[src/rtl/wdt_pkg.sv]
package wdt_pkg;
  localparam logic [7:0] KEY_RESTART = 8'h4E;
  localparam logic [7:0] KEY_DISABLE = 8'hB1;

  typedef struct packed {
    logic       idle_run;
    logic [1:0] psel;
    logic       en;
  } mode_t;

  localparam mode_t MODE_RESET = '{idle_run: 1'b0, psel: 2'd0, en: 1'b1};
endpackage

[src/rtl/wdt_regs.sv]
module wdt_regs
  import wdt_pkg::*;
(
  input  logic       clk,
  input  logic       rst_n,
  input  logic       wr_en,
  input  logic       wr_addr,
  input  logic [7:0] wr_data,
  output mode_t      mode_o,
  output logic       run_o,
  output logic       clear_o
);
  mode_t mode_q, mode_d;
  logic  run_q, run_d;
  logic  mode_wr, cmd_wr, key_restart, key_disable, rearm;

  always_comb begin
    mode_wr     = wr_en & ~wr_addr;
    cmd_wr      = wr_en & wr_addr;
    key_restart = cmd_wr & (wr_data == KEY_RESTART);
    key_disable = cmd_wr & (wr_data == KEY_DISABLE) & ~mode_q.en;
    rearm       = mode_wr & wr_data[0] & ~run_q;

    mode_d = mode_q;
    if (mode_wr) mode_d = mode_t'(wr_data[3:0]);

    run_d = run_q;
    if (rearm)            run_d = 1'b1;
    else if (key_disable) run_d = 1'b0;

    clear_o = key_restart | key_disable | rearm;
  end

  always_ff @(posedge clk or negedge rst_n) begin
    if (!rst_n) begin
      mode_q <= MODE_RESET;
      run_q  <= 1'b1;
    end else begin
      mode_q <= mode_d;
      run_q  <= run_d;
    end
  end

  assign mode_o = mode_q;
  assign run_o  = run_q;

  // the disable key has no effect while the enable bit is still set
  a_r5_disable_needs_clear: assert property (@(posedge clk) disable iff (!rst_n)
    (cmd_wr && wr_data == KEY_DISABLE && mode_q.en) |=> (run_q == $past(run_q)));

  // a mode write with enable set brings a stopped timer back
  a_r6_rearm: assert property (@(posedge clk) disable iff (!rst_n)
    (mode_wr && wr_data[0]) |=> run_q);

  // a command byte that is not a key leaves run state alone
  a_r7_other_bytes: assert property (@(posedge clk) disable iff (!rst_n)
    (cmd_wr && wr_data != KEY_DISABLE) |=> (run_q == $past(run_q)));
endmodule

[src/rtl/wdt_gate.sv]
module wdt_gate (
  input  logic run_i,
  input  logic idle_run_i,
  input  logic dbg_i,
  input  logic idle_i,
  input  logic stop_i,
  input  logic clear_req_i,
  output logic cnt_en_o,
  output logic cnt_clr_o
);
  logic idle_block;

  always_comb begin
    idle_block = idle_i & ~idle_run_i;
    cnt_clr_o  = stop_i | clear_req_i | ~run_i;
    cnt_en_o   = run_i & ~stop_i & ~dbg_i & ~idle_block;
  end
endmodule

[src/rtl/wdt_counter.sv]
module wdt_counter #(
  parameter int PER_BASE = 15,
  parameter int PER_STEP = 2,
  localparam int CNT_W   = PER_BASE + 3 * PER_STEP
) (
  input  logic       clk,
  input  logic       rst_n,
  input  logic       cnt_en_i,
  input  logic       cnt_clr_i,
  input  logic [1:0] psel_i,
  output logic       ovf_o
);
  logic [CNT_W-1:0] mask_tab [4];
  logic [CNT_W-1:0] mask, cnt_q, cnt_d;
  logic             at_end, ovf_d, ovf_q;

  for (genvar i = 0; i < 4; i++) begin : g_mask
    localparam int EXP = PER_BASE + i * PER_STEP;
    assign mask_tab[i] = {CNT_W{1'b1}} >> (CNT_W - EXP);
  end

  always_comb begin
    mask   = mask_tab[psel_i];
    at_end = (cnt_q & mask) == mask;
    cnt_d  = cnt_q;
    ovf_d  = 1'b0;
    if (cnt_clr_i) begin
      cnt_d = '0;
    end else if (cnt_en_i) begin
      cnt_d = (cnt_q + 1'b1) & mask;
      ovf_d = at_end;
    end
  end

  always_ff @(posedge clk or negedge rst_n) begin
    if (!rst_n) begin
      cnt_q <= '0;
      ovf_q <= 1'b0;
    end else begin
      cnt_q <= cnt_d;
      ovf_q <= ovf_d;
    end
  end

  assign ovf_o = ovf_q;

  // a request never lasts two cycles
  a_r2_single_pulse: assert property (@(posedge clk) disable iff (!rst_n)
    ovf_q |=> !ovf_q);

  // any clear request leaves the count at zero
  a_r4_clear_zero: assert property (@(posedge clk) disable iff (!rst_n)
    cnt_clr_i |=> (cnt_q == '0));

  // with counting gated off and no clear, the count is frozen
  a_r8_hold: assert property (@(posedge clk) disable iff (!rst_n)
    (!cnt_en_i && !cnt_clr_i) |=> $stable(cnt_q));

  // a clear cycle never produces a request
  a_r10_no_req_on_clear: assert property (@(posedge clk) disable iff (!rst_n)
    cnt_clr_i |=> !ovf_q);
endmodule

[src/rtl/keyed_watchdog.sv]
module keyed_watchdog
  import wdt_pkg::*;
#(
  parameter int PER_BASE = 15,
  parameter int PER_STEP = 2
) (
  input  logic       clk,
  input  logic       rst_n,
  input  logic       wr_en,
  input  logic       wr_addr,
  input  logic [7:0] wr_data,
  input  logic       dbg_halt,
  input  logic       idle_mode,
  input  logic       stop_mode,
  output logic [7:0] mode_q,
  output logic       nmi_pulse
);
  logic [1:0] rst_sync_q;
  logic       rst_int_n;
  mode_t      mode;
  logic       run, clear_req, cnt_en, cnt_clr;

  always_ff @(posedge clk or negedge rst_n) begin
    if (!rst_n) rst_sync_q <= 2'b00;
    else        rst_sync_q <= {rst_sync_q[0], 1'b1};
  end
  assign rst_int_n = rst_sync_q[1];

  wdt_regs u_regs (
    .clk     (clk),
    .rst_n   (rst_int_n),
    .wr_en   (wr_en),
    .wr_addr (wr_addr),
    .wr_data (wr_data),
    .mode_o  (mode),
    .run_o   (run),
    .clear_o (clear_req)
  );

  wdt_gate u_gate (
    .run_i       (run),
    .idle_run_i  (mode.idle_run),
    .dbg_i       (dbg_halt),
    .idle_i      (idle_mode),
    .stop_i      (stop_mode),
    .clear_req_i (clear_req),
    .cnt_en_o    (cnt_en),
    .cnt_clr_o   (cnt_clr)
  );

  wdt_counter #(
    .PER_BASE (PER_BASE),
    .PER_STEP (PER_STEP)
  ) u_cnt (
    .clk       (clk),
    .rst_n     (rst_int_n),
    .cnt_en_i  (cnt_en),
    .cnt_clr_i (cnt_clr),
    .psel_i    (mode.psel),
    .ovf_o     (nmi_pulse)
  );

  assign mode_q = {4'b0000, mode};

  // a stopped timer raises no request
  a_r6_stopped_silent: assert property (@(posedge clk) disable iff (!rst_int_n)
    !run |-> !nmi_pulse);

  // a request is never raised in the cycle after stop was high
  a_r10_stop_silent: assert property (@(posedge clk) disable iff (!rst_int_n)
    stop_mode |=> !nmi_pulse);

  // the upper readback bits stay zero
  a_r11_upper_zero: assert property (@(posedge clk) disable iff (!rst_int_n)
    mode_q[7:4] == 4'b0000);
endmodule

[config.mk]
export PLATFORM = sky130hd
export DESIGN_NAME = keyed_watchdog
export DESIGN_NICKNAME = d
export VERILOG_FILES = /design/src/rtl/wdt_pkg.sv /design/src/rtl/wdt_regs.sv /design/src/rtl/wdt_gate.sv /design/src/rtl/wdt_counter.sv /design/src/rtl/keyed_watchdog.sv
export SDC_FILE = /design/constraint.sdc
export NUM_CORES = 1
export LEC_CHECK = 0
export BUFFER_PORTS_ARGS = -buffer_cell sky130_fd_sc_hd__buf_2
export CORE_MARGIN = 5
export CORE_UTILIZATION = 50
export CTS_CLUSTER_DIAMETER = 80
export DETAILED_ROUTE_END_ITERATION = 7
export PLACE_DENSITY = 0.71
export SYNTH_ARGS = -nofsm -noshare
export SYNTH_HDL_FRONTEND = slang
export SYNTH_SLANG_ARGS = --single-unit
[constraint.sdc]
create_clock -name clk -period 1.3 [get_ports clk]
set_input_delay 0.195 -clock clk [delete_from_list [all_inputs] [get_ports clk]]
set_output_delay 0.195 -clock clk [all_outputs]
set_load 0.02 [all_outputs]
-- Word-level counts from Yosys, hierarchy flattened
Index checks and enable logic that the tools add are counted.
- word-level logic and storage cells: 48
- input bits: 15
- register bits after elaboration: 29
- output and inout port bits: 9
- mux-type cells: 9
- bitwise gates (word level): 25
- eq/ne operators: 3
- magnitude comparators: 1
- add/subtract/negate cells: 1
- reductions and logical operators: 2
- operators by type and width (operator ; number):
    two-way mux 21 bit ; 4
    AND 21 bit ; 2
    binary-select mux 21 bit (select 2 bit) ; 1
    adder 21 x 1 -> 21 bit (second input constant) ; 1
    == test 21 bit ; 1
    AND 1 bit ; 11
    == test 8 x 7 -> 1 bit (second input constant) ; 1
    == test 8 bit (second input constant) ; 1
    NOT 1 bit ; 7
    two-way mux 1 bit ; 4
    OR 1 bit ; 4
    nonzero test 2 bit ; 2
    greater-or-equal comparator 3 bit (second input constant) ; 1
    NOT 2 -> 3 bit ; 1

-- Depth between registers and ports, before layout
- depth in word-level cells: 8
- depth in mapped cells: 5
- gate-level depth less buffers: 5

-- Hierarchy
From an unflattened synthesis, not the netlist that was laid out.
- cells, all modules: 161
- area total of the unflattened synthesis: 1582.8 sq um
- modules (own cells, without submodules) (module ; instances ; cells each ; sequential area each (sq um) ; area each (sq um)):
    wdt_counter ; 1 ; 127 ; 550.5 ; 1202.4
    wdt_regs ; 1 ; 23 ; 127.6 ; 262.8
    keyed_watchdog ; 1 ; 8 ; 50.0 ; 87.6
    wdt_gate ; 1 ; 3 ; 0.0 ; 30.0

-- Worst setup path before layout
OpenSTA, ideal clock, no wires.
- path kind: flip-flop to flip-flop
- start: register u_regs.run_q, in the netlist u_regs.run_o
- end: register u_cnt.cnt_q[8]
- path buffers: 0
- setup time: 78 ps
- clock period less this slack: 1985 ps
- arrival: 1907 ps
- slack: -685 ps
- required time: 1222 ps
- stages on the path, launching flop included: 5
- path through: dfstp_2 or2b_2 or4_4 or3_2 a21oi_1
- word-level cells in the longest chain between the ends: 6
- elaborated cells between the ends (all ways): 10
- those cells by class: mux: 1; bitwise: 8; reduce/logical: 1
- ends and longest elaborated chain (element ; line ; text):
    from (decl) ; wdt_regs.sv:14 ; logic run_q, run_d;
    from (signal assigned) ; wdt_regs.sv:40 ; run_q <= run_d;
    NOT 1 bit ; wdt_regs.sv:22, wdt_gate.sv:15 ;
    AND 1 bit ; wdt_regs.sv:22 ; rearm = mode_wr & wr_data[0] & ~run_q;
    OR 1 bit ; wdt_regs.sv:31 ; clear_o = key_restart | key_disable | rearm;
    OR 1 bit (2 in series) ; wdt_gate.sv:15 ; cnt_clr_o = stop_i | clear_req_i | ~run_i;
    two-way mux 21 bit or nonzero test 2 bit (tied branches) ; -- ;
    to (signal assigned) ; wdt_counter.sv:40 ; cnt_q <= cnt_d;
    to (decl) ; wdt_counter.sv:14 ; logic [CNT_W-1:0] mask, cnt_q, cnt_d;
Several ways; a longest one is shown, not always the timed one.
A chain may end at the register's enable or synchronous reset.

-- Worst setup path after layout
- start: register u_cnt.cnt_q[1]
- end: register u_cnt.cnt_q[6]
- word-level cells in the longest chain between the ends: 4
- ends and longest elaborated chain (element ; line ; text):
    adder 21 x 1 -> 21 bit ; wdt_counter.sv:30 ; cnt_d = (cnt_q + 1'b1) & mask;
    AND 21 bit ; wdt_counter.sv:30 ;
    two-way mux 21 bit ; wdt_counter.sv:29 ; end else if (cnt_en_i) begin
    two-way mux 21 bit ; wdt_counter.sv:27 ; if (cnt_clr_i) begin
No other way between the ends. The select of a mux whose other input is x is not followed.

==> run metrics <==
status finished, violations left; failing checks setup timing; GRT overflow 0; final WL 6.01 mm; Synth area leaders dfrtp_1 41%, a21oi_1 3.9%, nand3_1 3.6%, nand2_1 3.4%, dfstp_2 3.2%; maximum clock rate 0.538 GHz; Worst EP arrival 2090 ps; worst setup margin -558 ps; Synth top area share 0.408; most frequent cells in the layout 67 x buf_4, 27 x dfrtp_1, 17 x buf_2, 13 x nand2_1, 11 x a21oi_2; critical path launch point type flip-flop; Placed Area 0.00229 mm²; Placer Congestion 0.919; Crit path max-delay family simple AND/OR/NAND/NOR gates; dpl hpwl 3.53 mm; First DRT Iteration DRCs 125; post-layout minimum cycle time 1860 ps; initial core utilization 0.504; Buf/Inv on CP 1; area grow syn2layout 62.6%; yosys warns 0; Skew-Pair Late Insertion Delay 350 ps; total number of vias 1919; RSZ-0062 raised after global routing yes; Final period util 1.43; Worst Hold Slack 119 ps; Row Count 21; element type at the critical path end flip-flop; Mean Syn Cell Area 9.36 µm²; fill cell count 191; Post-Route Setup TNS -8320 ps; Max Slew Vio Count 0; fin util 0.820; post-synthesis async set-or-reset flop share 1.00; sequential share of the synthesized area 0.440; Synth Instances 177; WL per Instance 18.9 µm; Crit Path Max Fanout 4; Hold WC Path Type primary input to flip-flop; die extent in x 67.6 µm; share of layout cells above drive strength 1 0.585; crit-path cells ha_4, nand3_1, or4_4, buf_4, o21ai_1, a21oi_2; Final Hold Fails 0; critical path class flip-flop to flip-flop; Clock transition at path regs 90 ps; GRT Total Usage 0.246; Max-Cap Viols 0; Syn Std Cell Area 0.00166 mm²; WP data required 1530 ps; Critical-path top delay cell or4_4; Final nets 287; Pre-antenna DRT Iters 4; Ant. Diodes 0; largest buffer count on any clock path 2; cell type with the highest aggregate area in the netlist dfrtp_1; first-pass GRT wire length 8.27 mm; CP peak stage delay 570 ps; endpoints failing setup 22; final instance area 0.00269 mm²; I/O Buffers 19; initial antenna violation count 0; Pwr Total 2060 µW; core area 0.00328 mm²; remaining antenna violation count 0; Die Footprint 0.00456 mm²; largest net degree at the start of global routing 28; peak supply drop 806 µV; pwr dens 766 mW/mm²; drt via density 6.03; DR DRC count 0; number of synthesized flops with an enable pin 0; Post-synth top flop dfrtp_1; Leakage 0.00116 µW; CTS Root Cell clkbuf_4; Num CTS Buffers 5; I/O pin count 24; Die Ht 67.6 µm; Sink Count 29; Yosys reg bits 29; commonest non-fill, non-tap cell in the layout buf_4; H-Tree Depth 2; distinct cell type count of the synthesized netlist 45; number of global-route vias before repair 1853; final clock skew 5.83 ps; TritonCTS clock tree built
==> final cells by class <==
class | count | area (µm²) | area share
well taps | 46 | 57.6 | 0.0214
inverters | 6 | 22.5 | 0.00836
clock buffers | 8 | 48.8 | 0.0181
repair buffers | 94 | 708 | 0.263
multi-input cells | 135 | 1130 | 0.419
flip-flops and latches | 29 | 728 | 0.270
==> cells in the mapped netlist, types with 2 or more instances <==
library cell,n
dfrtp_1,27
nor2_1,9
xnor2_1,3
nor2b_1,2
nor3_1,3
conb_1,2
o31ai_1,6
nor4_1,3
o21ai_0,9
nand4b_1,2
a31oi_1,3
or4_1,6
nand2_1,15
and3_1,2
or2_2,2
mux2_2,3
or3_2,3
inv_1,6
or4_4,3
dfstp_2,2
and4b_1,3
buf_4,5
nand4_1,7
nand3_1,12
clkbuf_1,4
or3_1,3
a21oi_1,13
or2b_2,2
==> path summary, 6_finish.rpt <==
path                                            startpoint                           end  slack, ps  depth (start not counted)
worst max register to register  u_cnt.cnt_q[1]$_DFFE_PN0P_    u_cnt.cnt_q[6]$_DFFE_PN0P_       -560                          6
worst min register to register     rst_sync_q[1]$_DFF_PN0_    u_cnt.cnt_q[0]$_DFFE_PN0P_        250                          1
worst max-delay path            u_cnt.cnt_q[1]$_DFFE_PN0P_    u_cnt.cnt_q[6]$_DFFE_PN0P_       -560                          6
max in group asynchronous          rst_sync_q[1]$_DFF_PN0_      u_regs.run_o$_DFFE_PN1P_        740                          1
worst min-delay path                            wr_data[1]  u_regs.mode_o[1]$_DFFE_PN0N_        120                          2
min in group asynchronous                            rst_n       rst_sync_q[0]$_DFF_PN0_        160                          2
==> flip-flops by register name, summed over array words and instances (netlist names) <==
name,cells
u_regs.mode_o,4
u_regs.run_o,1
u_cnt.cnt_q,21
u_cnt.ovf_o,1
rst_sync_q,2
==> routing by layer <==
layer | global-route usage | wire, µm | vias up | part of all wire
li1 | - | - | 848 | -
met1 | 0.256 | 2220 | 956 | 0.37
met2 | 0.451 | 3180 | 89 | 0.53
met3 | 0.0649 | 359 | 26 | 0.060
met4 | 0.122 | 255 | 0 | 0.042
met5 | 0 | 0 | - | 0
==> logic make-up after synthesis <==
logic type      count (synthesis)  synth area share
flops                          29             0.440
buf+inv                        16            0.0521
compound gates                 40             0.155
fa+ha+maj                       1           0.00755
simple gates                   82             0.300
other cells                     2           0.00453
xor+xnor                        4            0.0212
mux                             3            0.0204
==> per-stage QoR <==
step                cells  setup WS [ps]
floorplan             180           -548
global placement      296           -520
detailed placement    296           -600
CTS                   310           -476
global route          318           -595
finish                318           -558
==> power by group <==
part / total (µW) / internal [µW] / switching, µW
clock network: 540 / 215 / 325
logic: 551 / 252 / 299
registers: 972 / 943 / 28.9
==> timing repair <==
action	CTS	global route
setup buffers	5	9
hold endpoints to repair	2	0
gates resized for setup	16	39
hold buffers	1	0
endpoints found under the setup margin	22	24
pin swaps	15	17
Note: power is estimated with default switching activity, not from simulation.
